<file path="config.mk">
export PLATFORM = sky130hd
export DESIGN_NAME = linkcfg_select
export DESIGN_NICKNAME = d
export VERILOG_FILES = /design/src/rtl/linkcfg_pkg.sv /design/src/rtl/linkcfg_cap_decode.sv /design/src/rtl/linkcfg_table.sv /design/src/rtl/linkcfg_scan.sv /design/src/rtl/linkcfg_select.sv
export SDC_FILE = /design/constraint.sdc
export NUM_CORES = 1
export LEC_CHECK = 0
export ABC_AREA = 1
export ABC_CLOCK_PERIOD_IN_PS = 2700
export BUFFER_PORTS_ARGS = -buffer_cell sky130_fd_sc_hd__buf_2
export CAP_MARGIN = 15
export CORE_MARGIN = 2
export CORE_UTILIZATION = 53
export CTS_CLUSTER_SIZE = 14
export DETAILED_ROUTE_END_ITERATION = 12
export GPL_ROUTABILITY_DRIVEN = 1
export PLACE_DENSITY = 0.8
export SYNTH_ARGS = -nofsm -noshare
export SYNTH_HDL_FRONTEND = slang
export SYNTH_HIERARCHICAL = 1
export SYNTH_SLANG_ARGS = --single-unit
</file>
<file path="constraint.sdc">
create_clock -name clk -period 2.7 [get_ports clk]
set_clock_uncertainty 0.1 [all_clocks]
set_input_delay 0.135 -clock clk [delete_from_list [all_inputs] [get_ports clk]]
set_output_delay 0.135 -clock clk [all_outputs]
set_load 0.01 [all_outputs]
</file>
<file path="src/rtl/linkcfg_pkg.sv">
// Shared constants and table helpers for the link configuration selector.
// Assumes a table of three lane widths (1, 2, 4), each at a low and a high rate.
package linkcfg_pkg;
    localparam int NUM_WIDTHS  = 3;
    localparam int NUM_ENTRIES = 2 * NUM_WIDTHS;
    localparam int IDX_W       = $clog2(NUM_ENTRIES);
    localparam int RATE_LO     = 162000;
    localparam int RATE_HI     = 270000;
    localparam int SYM_DIV     = 3;
    localparam logic [7:0] CODE_HI   = 8'h0A;
    localparam logic [7:0] LANE_MASK = 8'h1F;

    // Bandwidth product of a table index in kHz.
    function automatic logic [31:0] entry_kbps(int i);
        int r;
        r = (i % 2 != 0) ? RATE_HI : RATE_LO;
        return 32'((r * (1 << (i / 2))) / SYM_DIV);
    endfunction

    // Lane count of a table index.
    function automatic logic [2:0] entry_lanes(int i);
        return 3'(1 << (i / 2));
    endfunction
endpackage

</file>
<file path="src/rtl/linkcfg_cap_decode.sv">
// Decodes the sink capability bytes into a high-rate enable and the last
// table index the lane limit allows. Purely combinational.
module linkcfg_cap_decode
    import linkcfg_pkg::*;
(
    input  logic [7:0]       rate_code,
    input  logic [7:0]       lane_byte,
    output logic             hi_rate_en,
    output logic [IDX_W-1:0] last_idx
);
    logic [7:0] lane_cap;

    // Mask the lane byte and map the limit to a final index.
    always_comb begin
        lane_cap   = lane_byte & LANE_MASK;
        hi_rate_en = (rate_code == CODE_HI);
        case (lane_cap)
            8'd1:    last_idx = IDX_W'(1);
            8'd2:    last_idx = IDX_W'(3);
            default: last_idx = IDX_W'(NUM_ENTRIES - 1);
        endcase
    end
endmodule

</file>
<file path="src/rtl/linkcfg_table.sv">
// Fixed bandwidth table, built by generate from the package helpers.
// Assumes idx may exceed the table; out-of-range reads return zeros.
module linkcfg_table
    import linkcfg_pkg::*;
(
    input  logic [IDX_W-1:0] idx,
    output logic [31:0]      kbps,
    output logic [2:0]       lanes
);
    logic [31:0] kbps_arr  [NUM_ENTRIES];
    logic [2:0]  lanes_arr [NUM_ENTRIES];

    for (genvar g = 0; g < NUM_ENTRIES; g++) begin : g_entry
        assign kbps_arr[g]  = entry_kbps(g);
        assign lanes_arr[g] = entry_lanes(g);
    end

    // Select the addressed entry.
    always_comb begin
        kbps  = '0;
        lanes = '0;
        for (int i = 0; i < NUM_ENTRIES; i++) begin
            if (idx == IDX_W'(i)) begin
                kbps  = kbps_arr[i];
                lanes = lanes_arr[i];
            end
        end
    end
endmodule

</file>
<file path="src/rtl/linkcfg_scan.sv">
// Sequential search: captures a query on start, visits one table index per
// clock and registers the result. Assumes synchronous active-low reset.
module linkcfg_scan
    import linkcfg_pkg::*;
#(
    parameter int CLK_W  = 32,
    parameter int RATE_W = 19
) (
    input  logic              clk,
    input  logic              rst_n,
    input  logic              start,
    input  logic [CLK_W-1:0]  mode_clk,
    input  logic              hi_rate_en,
    input  logic [IDX_W-1:0]  last_idx,
    input  logic [31:0]       ent_kbps,
    input  logic [2:0]        ent_lanes,
    output logic [IDX_W-1:0]  idx,
    output logic              busy,
    output logic              done,
    output logic [2:0]        lane_cnt,
    output logic [RATE_W-1:0] link_rate,
    output logic              mode_ok
);
    logic [CLK_W-1:0] clk_q;
    logic             hi_q;
    logic [IDX_W-1:0] last_q;
    logic             usable;
    logic             hit;

    // Entry qualifies when usable under the rate cap and strictly above the mode clock.
    always_comb begin
        usable = hi_q || !idx[0];
        hit    = usable && (ent_kbps > 32'(clk_q));
    end

    // Query capture, index stepping and result registration.
    always_ff @(posedge clk) begin
        if (!rst_n) begin
            busy      <= 1'b0;
            done      <= 1'b0;
            idx       <= '0;
            clk_q     <= '0;
            hi_q      <= 1'b0;
            last_q    <= '0;
            lane_cnt  <= '0;
            link_rate <= '0;
            mode_ok   <= 1'b0;
        end else if (start && !busy) begin
            busy   <= 1'b1;
            done   <= 1'b0;
            idx    <= '0;
            clk_q  <= mode_clk;
            hi_q   <= hi_rate_en;
            last_q <= last_idx;
        end else if (busy) begin
            if (hit) begin
                busy      <= 1'b0;
                done      <= 1'b1;
                lane_cnt  <= ent_lanes;
                link_rate <= idx[0] ? RATE_W'(RATE_HI) : RATE_W'(RATE_LO);
                mode_ok   <= 1'b1;
            end else if (idx == last_q) begin
                busy      <= 1'b0;
                done      <= 1'b1;
                lane_cnt  <= '0;
                link_rate <= '0;
                mode_ok   <= 1'b0;
            end else begin
                idx <= idx + 1'b1;
            end
        end
    end

    assert_busy_done_excl_R7: assert property (@(posedge clk) disable iff (!rst_n)
        !(busy && done));
    assert_idx_within_limit_R4: assert property (@(posedge clk) disable iff (!rst_n)
        busy |-> (idx <= last_q));
    assert_query_frozen_R9: assert property (@(posedge clk) disable iff (!rst_n)
        busy |=> ($stable(clk_q) && $stable(hi_q) && $stable(last_q)));
    assert_result_held_R8: assert property (@(posedge clk) disable iff (!rst_n)
        (done && !start) |=> (done && $stable(lane_cnt) && $stable(link_rate) && $stable(mode_ok)));
    assert_lanes_legal_R2: assert property (@(posedge clk) disable iff (!rst_n)
        $onehot0(lane_cnt));
    assert_fail_zeroes_R6: assert property (@(posedge clk) disable iff (!rst_n)
        done |-> ((mode_ok == (lane_cnt != 3'd0)) && (mode_ok == (link_rate != '0))));
    assert_rate_legal_R5: assert property (@(posedge clk) disable iff (!rst_n)
        (done && mode_ok) |-> ((link_rate == RATE_W'(RATE_LO)) || (link_rate == RATE_W'(RATE_HI))));
    assert_low_cap_rate_R3: assert property (@(posedge clk) disable iff (!rst_n)
        (done && !hi_q) |-> (link_rate != RATE_W'(RATE_HI)));
endmodule

</file>
<file path="src/rtl/linkcfg_select.sv">
// Top of the link configuration selector: decodes the capability bytes and
// runs the table search. Assumes inputs are synchronous to clk.
module linkcfg_select
    import linkcfg_pkg::*;
#(
    parameter int CLK_W  = 32,
    parameter int RATE_W = 19
) (
    input  logic              clk,
    input  logic              rst_n,
    input  logic              start,
    input  logic [7:0]        max_rate_code,
    input  logic [7:0]        lane_cap_byte,
    input  logic [CLK_W-1:0]  mode_clk_khz,
    output logic              busy,
    output logic              done,
    output logic [2:0]        lane_cnt,
    output logic [RATE_W-1:0] link_rate,
    output logic              mode_ok
);
    logic             hi_rate_en;
    logic [IDX_W-1:0] last_idx;
    logic [IDX_W-1:0] scan_idx;
    logic [31:0]      ent_kbps;
    logic [2:0]       ent_lanes;

    linkcfg_cap_decode u_cap (
        .rate_code  (max_rate_code),
        .lane_byte  (lane_cap_byte),
        .hi_rate_en (hi_rate_en),
        .last_idx   (last_idx)
    );

    linkcfg_table u_tbl (
        .idx   (scan_idx),
        .kbps  (ent_kbps),
        .lanes (ent_lanes)
    );

    linkcfg_scan #(.CLK_W(CLK_W), .RATE_W(RATE_W)) u_scan (
        .clk        (clk),
        .rst_n      (rst_n),
        .start      (start),
        .mode_clk   (mode_clk_khz),
        .hi_rate_en (hi_rate_en),
        .last_idx   (last_idx),
        .ent_kbps   (ent_kbps),
        .ent_lanes  (ent_lanes),
        .idx        (scan_idx),
        .busy       (busy),
        .done       (done),
        .lane_cnt   (lane_cnt),
        .link_rate  (link_rate),
        .mode_ok    (mode_ok)
    );
endmodule

</file>
# Word level (Yosys, flattened, before mapping)
# Index checks and enable logic that the tools add are counted.
# Widths: inputs -> output; s select.
# word_totals
reg_bits	64
in_bits	51
out_inout_bits	25
elab_cells	61
# op_classes
add_sub_neg	1
order_cmp	1
eq_ne	9
muxes	26
n_bitwise	4
n_reduce_logical	11
# ops
op	n
$mux 19	4
$mux 18	2
$mux 17	2
$gt 19x32->1	1
$mux 16	1
$mux 3	4
$mux 1	10
$eq 8x4->1 const B	1
$eq 3x2->1 const B	2
$eq 3x3->1 const B	2
$pmux 3 s2	1
$reduce_and 3->1	2
$eq 5x1->1 const B	1
$eq 5x2->1 const B	1
$mux 2	2
$not 1->1	4
$add 3x1->3 const B	1
$eq 3x1->1 const B	1
$eq 3x3->1	1
$logic_not 3->1	1
$logic_and 1x1->1	2
$logic_not 1->1	2
$reduce_and 2->1	1
$reduce_bool 2->1	1
other kinds (2)	2

# Longest topological paths before layout
# depth
depth_word	12
mapped_depth	19
depth_no_buf	18

# Cells and area by module
# Netlist, hierarchy kept.
# modules_own_cells
module	instances	cells_each	area_per_inst_um2	seq_area_each_um2
linkcfg_scan	1	345	2622.5	940.9
linkcfg_table	1	50	262.8	0.0
linkcfg_cap_decode	1	22	88.8	0.0

# Least setup slack after synthesis
# No wires, ideal clock.
# synth_timing
kind	register -> register
start	reg u_scan.idx[0]
end	reg u_scan.link_rate[12]
setup_ns	0.123
arrival_time_ns	1.961
setup_slack_ns	0.516
stages_incl_launch_ff	16
n_path_buf	1
period_less_slack_ns	2.184
cell_sequence	dfxtp_1 > inv_1 > nand2_1 > nand2_1 > buf_4 > ha_1 > nand2_1 > nor2_2 > nand2_1 > nor2_1 > a21oi_1 > nand2_4 > nand2_2 > nand2_4 > nand2_1 > a21oi_1
# synth_via
elab_chain_len	11
word_cells_on_any_way	20
# synth_lines
item	line_no	source
start, declared	linkcfg_scan.sv:17	output logic [IDX_W-1:0] idx,
start signal, assigned	linkcfg_scan.sv:69	idx <= idx + 1'b1;
$logic_not 3->1	linkcfg_table.sv:23	if (idx == IDX_W'(i)) begin
$mux 16	linkcfg_table.sv:23	
$mux 17 (2 in a row)	linkcfg_table.sv:23	
$mux 18 (2 in a row)	linkcfg_table.sv:23	
$mux 19 (*)	linkcfg_table.sv:23	
net ent_kbps[5]	linkcfg_select.sv:24	logic [31:0] ent_kbps;
$gt 19x32->1 (*)	linkcfg_scan.sv:33	hit = usable && (ent_kbps > 32'(clk_q));
$logic_and 1x1->1 (*)	linkcfg_scan.sv:33	
$reduce_bool 2->1 (no line)	--	
$reduce_and 3->1 (no line)	--	
end signal, assigned	linkcfg_scan.sv:60	link_rate <= idx[0] ? RATE_W'(RATE_HI) : RATE_W'(RATE_LO);
end, declared	linkcfg_scan.sv:21	output logic [RATE_W-1:0] link_rate,
# Mark *: on every way through the listed nets, which the timed path passes. The rest lies on a longest branch.
# A chain may end at the register's enable or synchronous reset.

# Worst setup path after layout
# layout_timing
start	reg u_scan.idx[1]
end	reg u_scan.idx[1]
# layout_via
elab_chain_len	11
word_cells_on_any_way	19
# layout_lines
item	line_no
$logic_not 3->1	linkcfg_table.sv:23
$mux 16	linkcfg_table.sv:23
$mux 17 (2 in a row)	linkcfg_table.sv:23
$mux 18 (2 in a row)	linkcfg_table.sv:23
$mux 19 (*)	linkcfg_table.sv:23
net ent_kbps[14]	linkcfg_select.sv:24
$gt 19x32->1 (*)	linkcfg_scan.sv:33
$logic_and 1x1->1 (*)	linkcfg_scan.sv:33
$not 1->1 (no line) (*)	--
$reduce_and 3->1 (no line) (*)	--
# Marked as above.

==> metrics.csv <==
metric,value,unit
status,completed,
cts_hold_buf,1,
setup_violations,0,
chipWidth,78.91,um
yosysWarnings,6,
dieArea,6227,um^2
layout_min_cycle_time,2.443,ns
initial_core_util,54.34,%
num_vias,2505,
portBuffers,65,
worst_slack,0.2569,ns
fmax,409.3,MHz
path_class,reg2reg,
syn_area_per_cell,7.132,um^2
yosysSeqAreaShare,31.64,%
overflow,0,
dpl_cell_area,3184,um^2
cp.arrival,2.53,ns
grt_max_degree,38,
synth_area,2974,um^2
die_h,78.91,um
finalHoldViolCount,0,
tns,0,ns
viasPerCell,4.656,
cp-start-kind,flip-flop,
ys_seq_elements,47,
p_leak,1.628,nW
root_buffer,clkbuf_8,
place_congestion,0.8332,
finalNonFillerCells,538,
area_growth_syn_to_layout,9.844,%
drv_cap,0,
grtUsageTotal,18.75,%
layout_common_cells,"nand2_1, buf_2, inv_1",
fin_hold_ws,0.01496,ns
wirelength,5.410,mm
dp_slack,0.2642,ns
placed_cells,531,
cp_max_fo,10,
worst_hold_path_type,in2reg,
postCtsSetupRepairBufs,0,
worst_ep_required_time,2.79,ns
p_per_area,452.8,nW/um^2
detail_route.first_pass.iterations,4,
multi_input_area,1575,um^2
cts_inserted_buffers,5,
crit_path_end_kind,flip-flop,
seq_area,940.9,um^2
grt_pass1_vias,2373,
cts_tree,built,
ant_nets,0,
fin_nets,551,
synth_cell_types,25,
num_rows,27,
post-dp-hpwl,4.219,mm
ir_drop,334.5,uV
period_share,90.48,%
drv_slew,0,
worst_slew_pin_slew,0.5569,ns
cts_resized,0,
insertion_delay,0.29,ns
final_common_cell,nand2_1,
fillCellCount,545,
clk_path_buf_depth,2,
syn_inst,417,
drt-initial-drc-count,97,
antennaDiodeCount,0,
wl_per_cell,10.06,um
io_pins,76,
core,5473,um^2
relSlewSlack,62.74,%
ctsHtreeMaxLevel,2,
drive_above_1_share,18.45,%
remaining_drc_errors,0,
clock_sinks,47,
grt_pass1_wl,9.439,mm
fin_area,3267,um^2
clkTransAtPathRegs,0.08,ns
antenna_found_initial,0,
rsz0062_at_grt,false,
synthesized netlist by cell type:
library cell	n	area share [%]
nand2_1	74	9.3
nor2_4	1	0.38
buf_1	1	0.13
clkbuf_1	5	0.63
xor2_1	1	0.29
o21a_1	1	0.25
buf_2	5	0.84
nand3_1	8	1.3
a21oi_1	55	9.3
a21oi_2	1	0.29
o21ai_0	39	6.6
nand2_4	2	0.76
inv_1	58	7.3
nand4_1	5	1.1
nor2_1	28	3.5
xnor2_1	3	0.88
buf_4	36	9.1
conb_1	3	0.38
a21o_1	1	0.25
o21ai_1	1	0.17
inv_2	2	0.25
dfxtp_1	47	32
nand2_2	2	0.42
nor2_2	5	1.1
ha_1	33	14
layer usage:
metal / part of all wire (%) / track usage [%]
met1: 45 / 21.34
met2: 49 / 34.62
met3: 5.2 / 4.545
met4: 0.89 / 5.517
met5: 0 / 0
power by group:
part	switching, mW	leakage (nW)	internal, mW
clock	0.214	0.0371	0.173
sequential	0.0190	0.388	0.742
combinational	0.196	1.20	0.135
total	0.429	1.63	1.05
critical path, cell delays in order (launching register included):
cell and delay, ns:
dfxtp_1 0.54, inv_2 0.10, nand2_1 0.16, nand3_1 0.13, ha_1 0.34, a21o_1 0.19
nor2_1 0.10, nand2_1 0.06, nand2_1 0.05, nand2_1 0.05, nand2_1 0.07, nand2_2 0.06
nand2_4 0.10, nand3_1 0.14, nand2_1 0.10, a21oi_1 0.06
layout make-up:
type,count,area share (%)
multi-input cells,285,48.22
clock buffers,6,2.221
inverters,60,6.894
flip-flops and latches,47,28.80
well taps,72,2.758
repair buffers,68,11.11
flip-flops by register name (all words and copies together) (netlist names):
register and cells:
u_scan/hi_q 1, u_scan/link_rate 3, u_scan/lane_cnt 3, u_scan/clk_q 32
u_scan/busy 1, u_scan/done 1, u_scan/last_q 3, u_scan/idx 3
cells by family after synthesis:
| group | count (synthesis) | share of synthesized area [%] |
|---|---|---|
| other | 3 | 0.3786 |
| flip-flops | 47 | 31.64 |
| adder cells (fa/ha/maj) | 33 | 13.88 |
| AND/OR/NAND/NOR | 125 | 17.88 |
| AO/OA/AOI/OAI | 98 | 16.79 |
| buffers and inverters | 107 | 18.26 |
| XOR/XNOR | 4 | 1.178 |
through the flow:
step / power (mW) / utilization, %
4_1_cts: 1.497 / 59.69
2_1_floorplan: 1.046 / -
6_report: 1.479 / 59.69
3_3_place_gp: 1.087 / 58.18
5_1_grt: 1.588 / 59.69
3_5_place_dp: 1.103 / 58.18
final timing paths:
kind	start	end	slack, ns	depth (start not counted)
worst max register to register	u_scan/idx[1]$_SDFFE_PP0P_	u_scan/idx[1]$_SDFFE_PP0P_	0.26	15
worst min-delay path	mode_clk_khz[6]	u_scan/clk_q[6]$_SDFFE_PN0P_	0.01	3
worst max-delay path	u_scan/idx[1]$_SDFFE_PP0P_	u_scan/idx[1]$_SDFFE_PP0P_	0.26	15
worst min register to register	u_scan/done$_SDFFE_PP0P_	u_scan/done$_SDFFE_PP0P_	0.36	2
Note: power is estimated with default switching activity, not from simulation.
